`config.mk`:
```
export PLATFORM = sky130hd
export DESIGN_NAME = sdh_irq_status
export DESIGN_NICKNAME = d
export VERILOG_FILES = /design/src/rtl/sdh_irq_pkg.sv /design/src/rtl/sdh_irq_sync.sv /design/src/rtl/sdh_irq_edge.sv /design/src/rtl/sdh_irq_word.sv /design/src/rtl/sdh_irq_status.sv
export SDC_FILE = /design/constraint.sdc
export NUM_CORES = 1
export LEC_CHECK = 0
export BUFFER_PORTS_ARGS = -buffer_cell sky130_fd_sc_hd__buf_2
export CAP_MARGIN = 20
export CORE_UTILIZATION = 45
export DETAILED_ROUTE_END_ITERATION = 10
export PLACE_DENSITY = 0.8
export SLEW_MARGIN = 5
export SYNTH_ARGS = -nofsm -noshare
export SYNTH_HDL_FRONTEND = slang
export SYNTH_SLANG_ARGS = --single-unit
export TNS_END_PERCENT = 1
```
`constraint.sdc`:
```
create_clock -name clk -period 1.05 [get_ports clk]
set_clock_uncertainty 0.1 [all_clocks]
set_input_delay 0.0525 -clock clk [delete_from_list [all_inputs] [get_ports clk]]
set_output_delay 0.0525 -clock clk [all_outputs]
set_load 0.01 [all_outputs]
```
`src/rtl/sdh_irq_pkg.sv`:
```
`timescale 1ns/1ps
package sdh_irq_pkg;
    localparam int DW = 32;

    // byte offsets of the four registers
    localparam int OFF_STAT1 = 'h038;
    localparam int OFF_STAT2 = 'h03C;
    localparam int OFF_MASK1 = 'h040;
    localparam int OFF_MASK2 = 'h044;

    // word 1 bit positions
    localparam int B1_RSP    = 0;
    localparam int B1_XFER   = 2;
    localparam int B1_REMOVE = 3;
    localparam int B1_INSERT = 4;
    localparam int B1_CD     = 5;

    // word 2 bit positions
    localparam int B2_DAT0 = 7;
    localparam int B2_RBUF = 8;
    localparam int B2_WBUF = 9;
    localparam int B2_BUSY = 14;

    localparam int NUM_ERR = 8;

    // sticky positions of each word
    localparam logic [DW-1:0] STICKY1 = 32'h0000_001D;
    localparam logic [DW-1:0] STICKY2 = 32'h0000_837F;

    // error input index -> word 2 bit position
    function automatic int err_pos(input int idx);
        return (idx < NUM_ERR - 1) ? idx : 15;
    endfunction

    typedef struct packed {
        logic [DW-1:0] flags;
        logic [DW-1:0] mask;
    } word_state_t;

    typedef struct packed {
        logic [DW-1:0] data;
        logic          valid;
    } rd_state_t;
endpackage

```
`src/rtl/sdh_irq_sync.sv`:
```
`timescale 1ns/1ps
module sdh_irq_sync #(
    parameter int STAGES = 2
) (
    input  logic clk,
    input  logic rst_n,
    input  logic din,
    output logic dout
);
    logic [STAGES-1:0] chain_d, chain_q;

    always_comb begin
        chain_d = {chain_q[STAGES-2:0], din};
    end

    always_ff @(posedge clk or negedge rst_n) begin
        if (!rst_n) chain_q <= '0;
        else        chain_q <= chain_d;
    end

    assign dout = chain_q[STAGES-1];
endmodule

```
`src/rtl/sdh_irq_edge.sv`:
```
`timescale 1ns/1ps
module sdh_irq_edge #(
    parameter int N = 3
) (
    input  logic         clk,
    input  logic         rst_n,
    input  logic [N-1:0] lvl_i,
    output logic [N-1:0] rise_o,
    output logic [N-1:0] fall_o
);
    logic [N-1:0] prev_d, prev_q;

    always_comb begin
        prev_d = lvl_i;
    end

    always_ff @(posedge clk or negedge rst_n) begin
        if (!rst_n) prev_q <= '0;
        else        prev_q <= prev_d;
    end

    for (genvar gi = 0; gi < N; gi++) begin : g_bit
        assign rise_o[gi] = lvl_i[gi] & ~prev_q[gi];
        assign fall_o[gi] = ~lvl_i[gi] & prev_q[gi];
    end
endmodule

```
`src/rtl/sdh_irq_word.sv`:
```
`timescale 1ns/1ps
module sdh_irq_word
    import sdh_irq_pkg::*;
#(
    parameter logic [DW-1:0] STICKY = '0
) (
    input  logic          clk,
    input  logic          rst_n,
    input  logic [DW-1:0] set_i,
    input  logic          flag_wr_i,
    input  logic          mask_wr_i,
    input  logic [DW-1:0] wdata_i,
    output logic [DW-1:0] flags_o,
    output logic [DW-1:0] mask_o,
    output logic          pend_o
);
    word_state_t st_d, st_q;
    logic [DW-1:0] keep;

    always_comb begin
        st_d = st_q;
        keep = flag_wr_i ? wdata_i : '1;
        // new events win over a clearing write in the same cycle
        st_d.flags = ((st_q.flags & keep) | set_i) & STICKY;
        if (mask_wr_i) st_d.mask = wdata_i;
    end

    always_ff @(posedge clk or negedge rst_n) begin
        if (!rst_n) begin
            st_q.flags <= '0;
            st_q.mask  <= '1;
        end else begin
            st_q <= st_d;
        end
    end

    assign flags_o = st_q.flags;
    assign mask_o  = st_q.mask;
    assign pend_o  = |(st_q.flags & ~st_q.mask);
endmodule

```
`src/rtl/sdh_irq_status.sv`:
```
`timescale 1ns/1ps
module sdh_irq_status
    import sdh_irq_pkg::*;
#(
    parameter int ADDR_W      = 12,
    parameter int SYNC_STAGES = 2
) (
    input  logic              clk,
    input  logic              rst_n,
    input  logic              rd_en,
    input  logic              wr_en,
    input  logic [ADDR_W-1:0] addr,
    input  logic [DW-1:0]     wdata,
    output logic [DW-1:0]     rd_data,
    output logic              rd_valid,
    input  logic              ev_rsp_done,
    input  logic              ev_xfer_done,
    input  logic [NUM_ERR-1:0] ev_err,
    input  logic              buf_rd_full,
    input  logic              buf_wr_empty,
    input  logic              lvl_cmd_busy,
    input  logic              lvl_dat0,
    input  logic              card_det_raw,
    output logic              irq
);
    localparam logic [ADDR_W-1:0] A_STAT1 = ADDR_W'(OFF_STAT1);
    localparam logic [ADDR_W-1:0] A_STAT2 = ADDR_W'(OFF_STAT2);
    localparam logic [ADDR_W-1:0] A_MASK1 = ADDR_W'(OFF_MASK1);
    localparam logic [ADDR_W-1:0] A_MASK2 = ADDR_W'(OFF_MASK2);
    localparam int EDGE_N = 3;

    logic cd_s;
    logic [EDGE_N-1:0] lvl_vec, rise_vec, fall_vec;
    logic [DW-1:0] set1, set2, err_set;
    logic [DW-1:0] w1_flags, w2_flags, w1_mask, w2_mask;
    logic [DW-1:0] w1_view, w2_view;
    logic w1_pend, w2_pend;
    logic sel_s1, sel_s2, sel_m1, sel_m2;
    rd_state_t rd_d, rd_q;

    sdh_irq_sync #(.STAGES(SYNC_STAGES)) u_cd_sync (
        .clk(clk), .rst_n(rst_n), .din(card_det_raw), .dout(cd_s)
    );

    assign lvl_vec = {cd_s, buf_wr_empty, buf_rd_full};

    sdh_irq_edge #(.N(EDGE_N)) u_edge (
        .clk(clk), .rst_n(rst_n), .lvl_i(lvl_vec),
        .rise_o(rise_vec), .fall_o(fall_vec)
    );

    always_comb begin
        err_set = '0;
        for (int i = 0; i < NUM_ERR; i++) err_set[err_pos(i)] = ev_err[i];
    end

    always_comb begin
        set1 = '0;
        set1[B1_RSP]    = ev_rsp_done;
        set1[B1_XFER]   = ev_xfer_done;
        set1[B1_INSERT] = rise_vec[2];
        set1[B1_REMOVE] = fall_vec[2];
        set2 = err_set;
        set2[B2_RBUF] = rise_vec[0];
        set2[B2_WBUF] = rise_vec[1];
    end

    assign sel_s1 = (addr == A_STAT1);
    assign sel_s2 = (addr == A_STAT2);
    assign sel_m1 = (addr == A_MASK1);
    assign sel_m2 = (addr == A_MASK2);

    sdh_irq_word #(.STICKY(STICKY1)) u_w1 (
        .clk(clk), .rst_n(rst_n), .set_i(set1),
        .flag_wr_i(wr_en & sel_s1), .mask_wr_i(wr_en & sel_m1),
        .wdata_i(wdata), .flags_o(w1_flags), .mask_o(w1_mask), .pend_o(w1_pend)
    );

    sdh_irq_word #(.STICKY(STICKY2)) u_w2 (
        .clk(clk), .rst_n(rst_n), .set_i(set2),
        .flag_wr_i(wr_en & sel_s2), .mask_wr_i(wr_en & sel_m2),
        .wdata_i(wdata), .flags_o(w2_flags), .mask_o(w2_mask), .pend_o(w2_pend)
    );

    always_comb begin
        w1_view = w1_flags;
        w1_view[B1_CD] = cd_s;
        w2_view = w2_flags;
        w2_view[B2_DAT0] = lvl_dat0;
        w2_view[B2_BUSY] = lvl_cmd_busy;
    end

    always_comb begin
        rd_d = rd_q;
        rd_d.valid = rd_en;
        if (rd_en) begin
            if (sel_s1)      rd_d.data = w1_view;
            else if (sel_s2) rd_d.data = w2_view;
            else if (sel_m1) rd_d.data = w1_mask;
            else if (sel_m2) rd_d.data = w2_mask;
            else             rd_d.data = '0;
        end
    end

    always_ff @(posedge clk or negedge rst_n) begin
        if (!rst_n) rd_q <= '0;
        else        rd_q <= rd_d;
    end

    assign rd_data  = rd_q.data;
    assign rd_valid = rd_q.valid;
    assign irq      = w1_pend | w2_pend;
endmodule

```
# Word-level counts from Yosys, hierarchy flattened
# Index checks and enable logic that the tools add are counted.
[op_classes]
eq_ne = 4
bitwise_logic = 21
magnitude_cmp = 0
addsub = 0
div_mod_pow = 0
n_reduce_logical = 2
shifts = 0
mul = 0
muxes = 6
[ops]
columns = ["op", "count"]
rows = [
  ["32-bit two-way mux", 4],
  ["32-bit NOT", 2],
  ["32-bit OR reduction", 2],
  ["16-bit by 32-bit AND with 32-bit output", 1],
  ["5-bit by 32-bit AND with 32-bit output", 1],
  ["12-bit by 6-bit == test with 1-bit output, second input constant", 2],
  ["12-bit by 7-bit == test with 1-bit output, second input constant", 2],
  ["16-bit AND", 1],
  ["16-bit two-way mux", 1],
  ["16-bit bitwise OR", 1],
  ["1-bit AND", 8],
  ["5-bit AND", 1],
  ["5-bit two-way mux", 1],
  ["5-bit bitwise OR", 1],
  ["1-bit NOT", 4],
  ["1-bit bitwise OR", 1],
]
[totals]
rom_bits = 0
mem_count = 0
ram_bits = 0
latch_bits = 0
regBits = 116
inputBits = 63

# Logic depth before layout (Yosys ltp)
# Gate-level depths: netlist of the first run.
[logic_depth]
depth_word = 5
depth_mapped = 5

# Hierarchy
# Synthesis of the first run repeated with hierarchy kept, for this count alone.
[hier_totals]
cells_unflattened = 527
hier_area_um2 = 6080.8
[by_module_without_submodules]
columns = ["module", "cells_per_inst", "area_each_um2", "seq_area_each_um2", "n_inst"]
rows = [
  ["sdh_irq_status", 266, 2254.7, 825.8, 1],
  ["sdh_irq_word (u_w2)", 136, 1878.1, 1091.0, 1],
  ["sdh_irq_word (u_w1)", 114, 1785.5, 940.9, 1],
  ["sdh_irq_edge", 9, 112.6, 75.1, 1],
  ["sdh_irq_sync", 2, 50.0, 50.0, 1],
]

# Worst setup path before layout of the first run
# Ideal clock, no wire load.
[synth_path]
path_type = "input to register"
from = "in addr[11]"
to = "reg u_w1.st_q (netlist bit u_w1.mask_o[7])"
arrival_ps = 1171
stages = 4
setup_slack_ps = -303
required_time_ps = 868
path_cell_list = "nor4_4 -> nand4_2 -> buf_6 -> mux2_4"
[synth_between]
elab_chain_len = 2
[synth_rtl]
columns = ["element", "line_no", "text"]
rows = [
  ["start: declaration", "sdh_irq_status.sv:12", "input logic [ADDR_W-1:0] addr,"],
  ["12-bit by 7-bit == test with 1-bit output", "sdh_irq_status.sv:70", "assign sel_m1 = (addr == A_MASK1);"],
  ["1-bit AND", "sdh_irq_status.sv:75", ".flag_wr_i(wr_en & sel_s1), .mask_wr_i(wr_en & sel_m1),"],
  ["end signal: assignment", "sdh_irq_word.sv:33", "st_q <= st_d;"],
  ["end: declaration", "sdh_irq_word.sv:17", "word_state_t st_d, st_q;"],
]
# Every way passes these cells.
# A chain may end at the register's enable or synchronous reset.

# Worst setup path in the final report of the first run
[layout_path]
from = "reg u_w2.st_q (netlist bit u_w2.mask_o[6])"
to = "out irq"
[layout_between]
elab_chain_len = 4
[layout_rtl]
columns = ["element", "line_no", "text"]
rows = [
  ["start: declaration", "sdh_irq_word.sv:17", ""],
  ["start signal: assignment", "sdh_irq_word.sv:33", ""],
  ["32-bit NOT", "sdh_irq_word.sv:39", "assign pend_o = |(st_q.flags & ~st_q.mask);"],
  ["16-bit by 32-bit AND with 32-bit output", "sdh_irq_word.sv:39", ""],
  ["32-bit OR reduction", "sdh_irq_word.sv:39", ""],
  ["1-bit bitwise OR", "sdh_irq_status.sv:112", "assign irq = w1_pend | w2_pend;"],
  ["end: declaration", "sdh_irq_status.sv:24", "output logic irq"],
]
# Every way passes these cells.

==> reports/metrics.csv, run 1 <==
metric,value,unit
Critical Path RT,0.90,ns
Die H,107,um
Clock transition at path regs,0.06,ns
"Hold Vio Cnt, Final",20,
DP HPWL,7.85,mm
Hold Path Class,in -> async,
RD Place Congestion,0.834,
Tot Pwr,0.0104,W
Power Density,1470,nW/um^2
register area,2980,um^2
area grow syn2layout,41.7,%
Final Slew Violations,0,
r2r startpoint,u_w2.mask_o[4],
synthesized area per cell,14.3,um^2
"Cell Area, Synth",4970,um^2
drt drc,0,
I/O Buffers,96,
initial detailed-routing violation count,161,
VDD IR max,0.000941,V
row count,38,
Avg WL per Cell,17.7,um
CP Launch Point,u_w2.mask_o[6],
"Distinct cells, synth",29,
Yosys top cell area share,33.8,%
Routed met3 length,599,um
initial core utilization,46.0,%
Die Width,107,um
Multi-input gate area,1830,um^2
vias in the first global route,3953,
hold_ws,-0.0166,ns
Final setup viols,41,
Crit path largest cell delay,0.56,ns
relative slew slack,74.5,%
Total Nets Final,606,
Root Driver,clkbuf_8,
Syn Nets,410,
Yosys reg bits,116,
Ys Warns,0,
drt pass-1 iters,4,
startpoint types,register,
largest net degree at the start of global routing,47,
CTS tree,built,
uppermost layer routed,met4,
first-pass GRT wire length,19.6,mm
Synth area leaders,"dfstp_2 34%, dfrtp_1 26%, mux2_2 13%",
share of layout cells above drive strength 1,56.1,%
Routed met1 length,4.86,mm
latest clock arrival within the worst-skew pair,0.52,ns
number of CTS-inserted buffers,17,
Leakage Power,3.35,nW
Final Worst Setup Slack,-0.776,ns
ANT nets after route,0,
"commonest non-fill, non-tap cell in the layout",buf_2,
Cells after Synth,347,
Max Fclk,547,MHz
Crit Path Max Fanout,2,
most frequent cells in the layout,"92 x buf_2, 64 x dfstp_2, 56 x mux2_2",
RSZ-0062 raised after global routing,yes,
period utilization,174,%
Post-Route WL,12.3,mm
core area,10800,um^2
diode count,0,
MaxCap Viol Count,0,
routed vias,3695,
Fillers,756,
status,finished with violations,
Critical Path AT,1.67,ns
CP Cell Sequence,inv_2 -> a221oi_2 -> nand3_1 -> buf_2,
initial antenna violation count,0,
Die Area,11500,um^2
CP endpoint kind,output pin,
# IOs,97,
slowest CP cell,dfstp_2,
Synth area leader,dfstp_2,
critical path class,reg -> out,
failing checks,"hold timing, setup timing",
GRT overflow,0,
CTS Buffer Depth,2,
DR WL met2,6.39,mm
Worst-Margin Slew,0.383,ns
vias per inst,5.31,
CTS Sinks,116,
htree depth,4,
Final Critical Period,1.83,ns
Total GRT Usage,23.1,%
"Seq/Total Area, Yosys",60.0,%
## sequential cells by signal, indices dropped and copies added (netlist names)
signal / flops
rd_data: 32
rd_valid: 1
u_cd_sync.chain_q: 2
u_edge.prev_q: 3
u_w1.flags_o: 4
u_w1.mask_o: 32
u_w2.flags_o: 10
u_w2.mask_o: 32
## final cells by class
cell class,count,area share (%)
multi-input combinational,196,26.0
inverter,18,0.959
clock buffer,22,6.57
clock inverter,10,1.17
timing repair buffer,194,20.4
tap,140,2.49
sequential,116,42.3
## through the flow
step	utilization (%)	cells	cell area [um^2]	TNS, ns	setup WS [ns]
floorplan	-	347	4970	-24.76	-0.303
global placement	54.7	611	5900	-44.86	-0.483
detailed placement	54.7	611	5900	-46.53	-0.495
CTS	64.6	692	6970	-6.73	-0.768
global route	65.3	696	7040	-7.66	-0.807
finish	65.3	696	7040	-6.08	-0.776
## cells by family after synthesis
kind of cell	after synthesis	synth area share, %
and+or+nand+nor	27	4.25
AOI/OAI and AO/OA	68	9.52
DFF	116	60.0
muxes	101	22.6
buffers and inverters	35	3.65
## layer usage
layer / track usage [%] / vias to the layer above
met5: 0 / -
li1: - / 1673
met2: 39.1 / 127
met1: 26.5 / 1855
met3: 5.90 / 40
met4: 13.2 / 0
## final timing paths
| kind | to | cells past startpoint | slack, ns |
|---|---|---|---|
| setup / recovery | irq | 4 | -0.78 |
| hold / removal | u_w1.flags_o[3] | 3 | -0.02 |
| setup reg to reg | rd_data[4] | 5 | -0.18 |
| hold reg to reg | u_cd_sync.chain_q[1] | 0 | 0.25 |
| max in group asynchronous | u_w2.flags_o[0] | 4 | 0.07 |
| min in group clk | rd_data[7] | 5 | 0.04 |
## critical path: cells and delay by family (launching register included)
| kind | cells | cell delay, ns |
|---|---|---|
| flops | 1 | 0.56 |
| compound gates | 1 | 0.26 |
| buf+inv | 2 | 0.20 |
| simple gates | 1 | 0.13 |
## cell usage after synthesis
cell type,count
buf_6,6
dfrtp_1,52
o2bb2ai_1,22
nand3_1,1
nor3_1,1
a21o_1,1
o21ai_0,27
nor3_2,1
dfstp_2,64
buf_2,4
inv_1,18
and2_1,2
clkbuf_1,7
nand4_2,2
nor4_4,1
mux2_2,56
and4b_1,1
a221oi_1,2
and4_2,1
o22ai_1,5
nor2b_1,1
mux2i_1,37
nor4b_2,1
nor2_1,1
mux2_4,8
nand4_1,4
a2bb2oi_1,5
nand2b_1,10
a22oi_1,6
## what timing repair did
action,in CTS,in global routing
setup endpoints to repair,40,46
endpoints found under the hold margin,200,22
setup buffers,0,1
resized for setup,13,12
gates cloned,0,0
pin swaps,2,1
hold buffers,49,3
## where the power goes
group | total, W | leakage, nW | internal, W | switching (W)
logic | 0.000589 | 1.78 | 0.000309 | 0.000280
registers | 0.00453 | 1.30 | 0.00452 | 0.0000110
clock network | 0.00525 | 0.266 | 0.00329 | 0.00196
total | 0.0104 | 3.35 | 0.00812 | 0.00225
Power figures use the tool's default switching activity.
==> inputs of run 2 (changes only) <==
- RECOVER_POWER: not set -> 50
- SKIP_CTS_REPAIR_TIMING: not set -> 1
==> run 2 against run 1 <==
The flow finishes with violations (setup timing); non-clock buffer count down 4; highest routed layer unchanged; die area unchanged; first-iteration DRC count down 23%.
==> reports/metrics.csv, run 2 (synthesized netlist as in run 1, its figures left out) <==
metric,value,unit,change
status,finished with violations,,unchanged
failing checks,setup timing,,"was hold timing, setup timing"
critical path class,reg -> out,,unchanged
Routed met3 length,597,um,was 599 um
relative slew slack,50.5,%,was 74.5%
Post-Route WL,12.1,mm,was 12.3 mm
GRT overflow,0,,unchanged
Die H,107,um,unchanged
Clk network pwr share,50.9,%,was 50.7%
most frequent cells in the layout,"90 x buf_2, 64 x dfstp_2, 56 x mux2_2",,"was 92 x buf_2, 64 x dfstp_2, 56 x mux2_2"
combinational share of power,5.4,%,was 5.7%
# IOs,97,,unchanged
Final Slew Violations,0,,unchanged
Hold Path Class,in -> reg,,was in -> async
initial antenna violation count,0,,unchanged
first-pass GRT wire length,18.4,mm,was 19.6 mm
worst reg-to-reg path cell count,4,,was 5
Routed met1 length,4.83,mm,was 4.86 mm
switching portion of total power,21.8,%,was 21.7%
Finished Layout Cells,692,,was 696
internal power,0.00809,W,was 0.00812 W
vias per inst,5.27,,was 5.31
Worst-Margin Slew,0.743,ns,was 0.383 ns
Total GRT Usage,21.7,%,was 23.1%
Final setup viols,40,,was 41
DR WL met2,6.23,mm,was 6.39 mm
Avg WL per Cell,17.4,um,was 17.7 um
period utilization,174,%,about the same
drt drc,0,,unchanged
Hold EP,rd_data[7],,
Critical R2R Capture,rd_data[0],,was rd_data[4]
startpoint types,register,,unchanged
Die Area,11500,um^2,unchanged
share of layout cells above drive strength 1,55.4,%,was 56.1%
htree depth,4,,unchanged
Die Width,107,um,unchanged
Critical Path RT,0.90,ns,about the same
initial core utilization,46.0,%,unchanged
CTS tree,built,,unchanged
vias in the first global route,3691,,was 3953
Crit Path Max Fanout,2,,unchanged
Switch Pwr,0.00226,W,was 0.00225 W
Hold Path Stages,5,,
diode count,0,,unchanged
r2r startpoint,u_w2.flags_o[0],,was u_w2.mask_o[4]
Total Nets Final,602,,was 606
hold_ws,0.0515,ns,was -0.0166 ns
I/O Buffers,96,,unchanged
Crit path largest cell delay,0.54,ns,was 0.56 ns
core area,10800,um^2,unchanged
routed vias,3646,,was 3695
uppermost layer routed,met4,,unchanged
initial detailed-routing violation count,124,,was 161
slowest CP cell,dfstp_2,,unchanged
CP Cell Sequence,o22ai_1 -> a221oi_2 -> nand3_1 -> buf_2,,was inv_2 -> a221oi_2 -> nand3_1 -> buf_2
"commonest non-fill, non-tap cell in the layout",buf_2,,unchanged
number of CTS-inserted buffers,17,,unchanged
area grow syn2layout,39.9,%,was 41.7%
RD Place Congestion,0.834,,unchanged
VDD IR max,0.000949,V,was 0.000941 V
Tot Pwr,0.0104,W,about the same
Clock transition at path regs,0.06,ns,about the same
CTS Sinks,116,,unchanged
R2R Setup Slk,-0.09,ns,was -0.18 ns
Final Critical Period,1.83,ns,about the same
CTS Buffer Depth,2,,unchanged
DP HPWL,7.85,mm,unchanged
Critical Path AT,1.67,ns,about the same
Leakage Power,3.29,nW,was 3.35 nW
drt pass-1 iters,4,,unchanged
utilization after layout,64.4,%,was 65.3%
Fillers,773,,was 756
MaxCap Viol Count,0,,unchanged
row count,38,,unchanged
Hold Crit Start,rd_en,,
Root Driver,clkbuf_8,,unchanged
Final Worst Setup Slack,-0.775,ns,was -0.776 ns
largest net degree at the start of global routing,47,,unchanged
Placed Cells,611,,unchanged
Reg power frac,43.7,%,about the same
CP endpoint kind,output pin,,unchanged
ANT nets after route,0,,unchanged
"Hold Vio Cnt, Final",0,,was 20
Max Fclk,548,MHz,was 547 MHz
Power Density,1490,nW/um^2,was 1470 nW/um^2
RSZ-0062 raised after global routing,yes,,unchanged
latest clock arrival within the worst-skew pair,0.52,ns,about the same
[run 2: changes by cell type in the layout (fill, tap and decap cells not counted)]
cell and change:
buf_2 -2, dlygate4sd3_1 -3, clkbuf_4 +2, clkbuf_2 +1
buf_6 -3, o22ai_2 -1, buf_12 -2, o22ai_1 +1
o21ai_0 +1, o21ai_1 -1, clkbuf_1 +4, buf_4 -1
[run 2: power by group through the flow]
stage / logic [W] / clock network [W] / registers [W]
2_1_floorplan: 0.000119 / 0 / 0.00459
3_3_place_gp: 0.000427 / 0 / 0.00459
3_5_place_dp: 0.000439 / 0 / 0.00460
4_1_cts: 0.000440 / 0.00535 / 0.00453
5_1_grt: 0.000609 / 0.00555 / 0.00453
6_report: 0.000560 / 0.00526 / 0.00453
[run 2: worst max path at each step]
stage                              start              end  cells after the start
after floorplan                 addr[11]   u_w1.mask_o[7]                      4
after global placement           addr[5]  u_w1.mask_o[11]                      6
after detailed placement         addr[5]  u_w1.mask_o[11]                      6
after CTS                 u_w2.mask_o[2]              irq                      4
after global routing      u_w2.mask_o[3]              irq                      4
final                     u_w2.mask_o[3]              irq                      4
[run 2: routing by layer]
layer / GRT usage, % / up-vias
li1: - / 1664
met4: 11.4 / 0
met1: 25.5 / 1817
met2: 36.2 / 131
met3: 6.02 / 34
met5: 0 / -
[run 2: final cells by class]
type / count / area (um^2) / area share (%)
Multi-Input combinational cell: 196 / 1830 / 26.3
Clock inverter: 10 / 82.6 / 1.19
Sequential cell: 116 / 2980 / 42.9
Clock buffer: 22 / 463 / 6.66
Inverter: 18 / 67.6 / 0.972
Timing Repair Buffer: 190 / 1350 / 19.5
Tap cell: 140 / 175 / 2.52
[run 2: through the flow]
stage               setup TNS, ns  setup WS, ns  cell area, um^2
detailed placement         -46.53        -0.495             5900
global placement           -44.86        -0.483             5900
floorplan                  -24.76        -0.303             4970
global route                -7.69        -0.836             6950
finish                      -6.03        -0.775             6950
CTS                         -6.92        -0.834             6450
[run 2: worst max-delay path: cells and delay by family (launching register included)]
kind | cells | cell delay [ns]
flip-flops | 1 | 0.54
AND/OR/NAND/NOR | 1 | 0.13
buffers and inverters | 1 | 0.16
AO/OA/AOI/OAI | 2 | 0.32
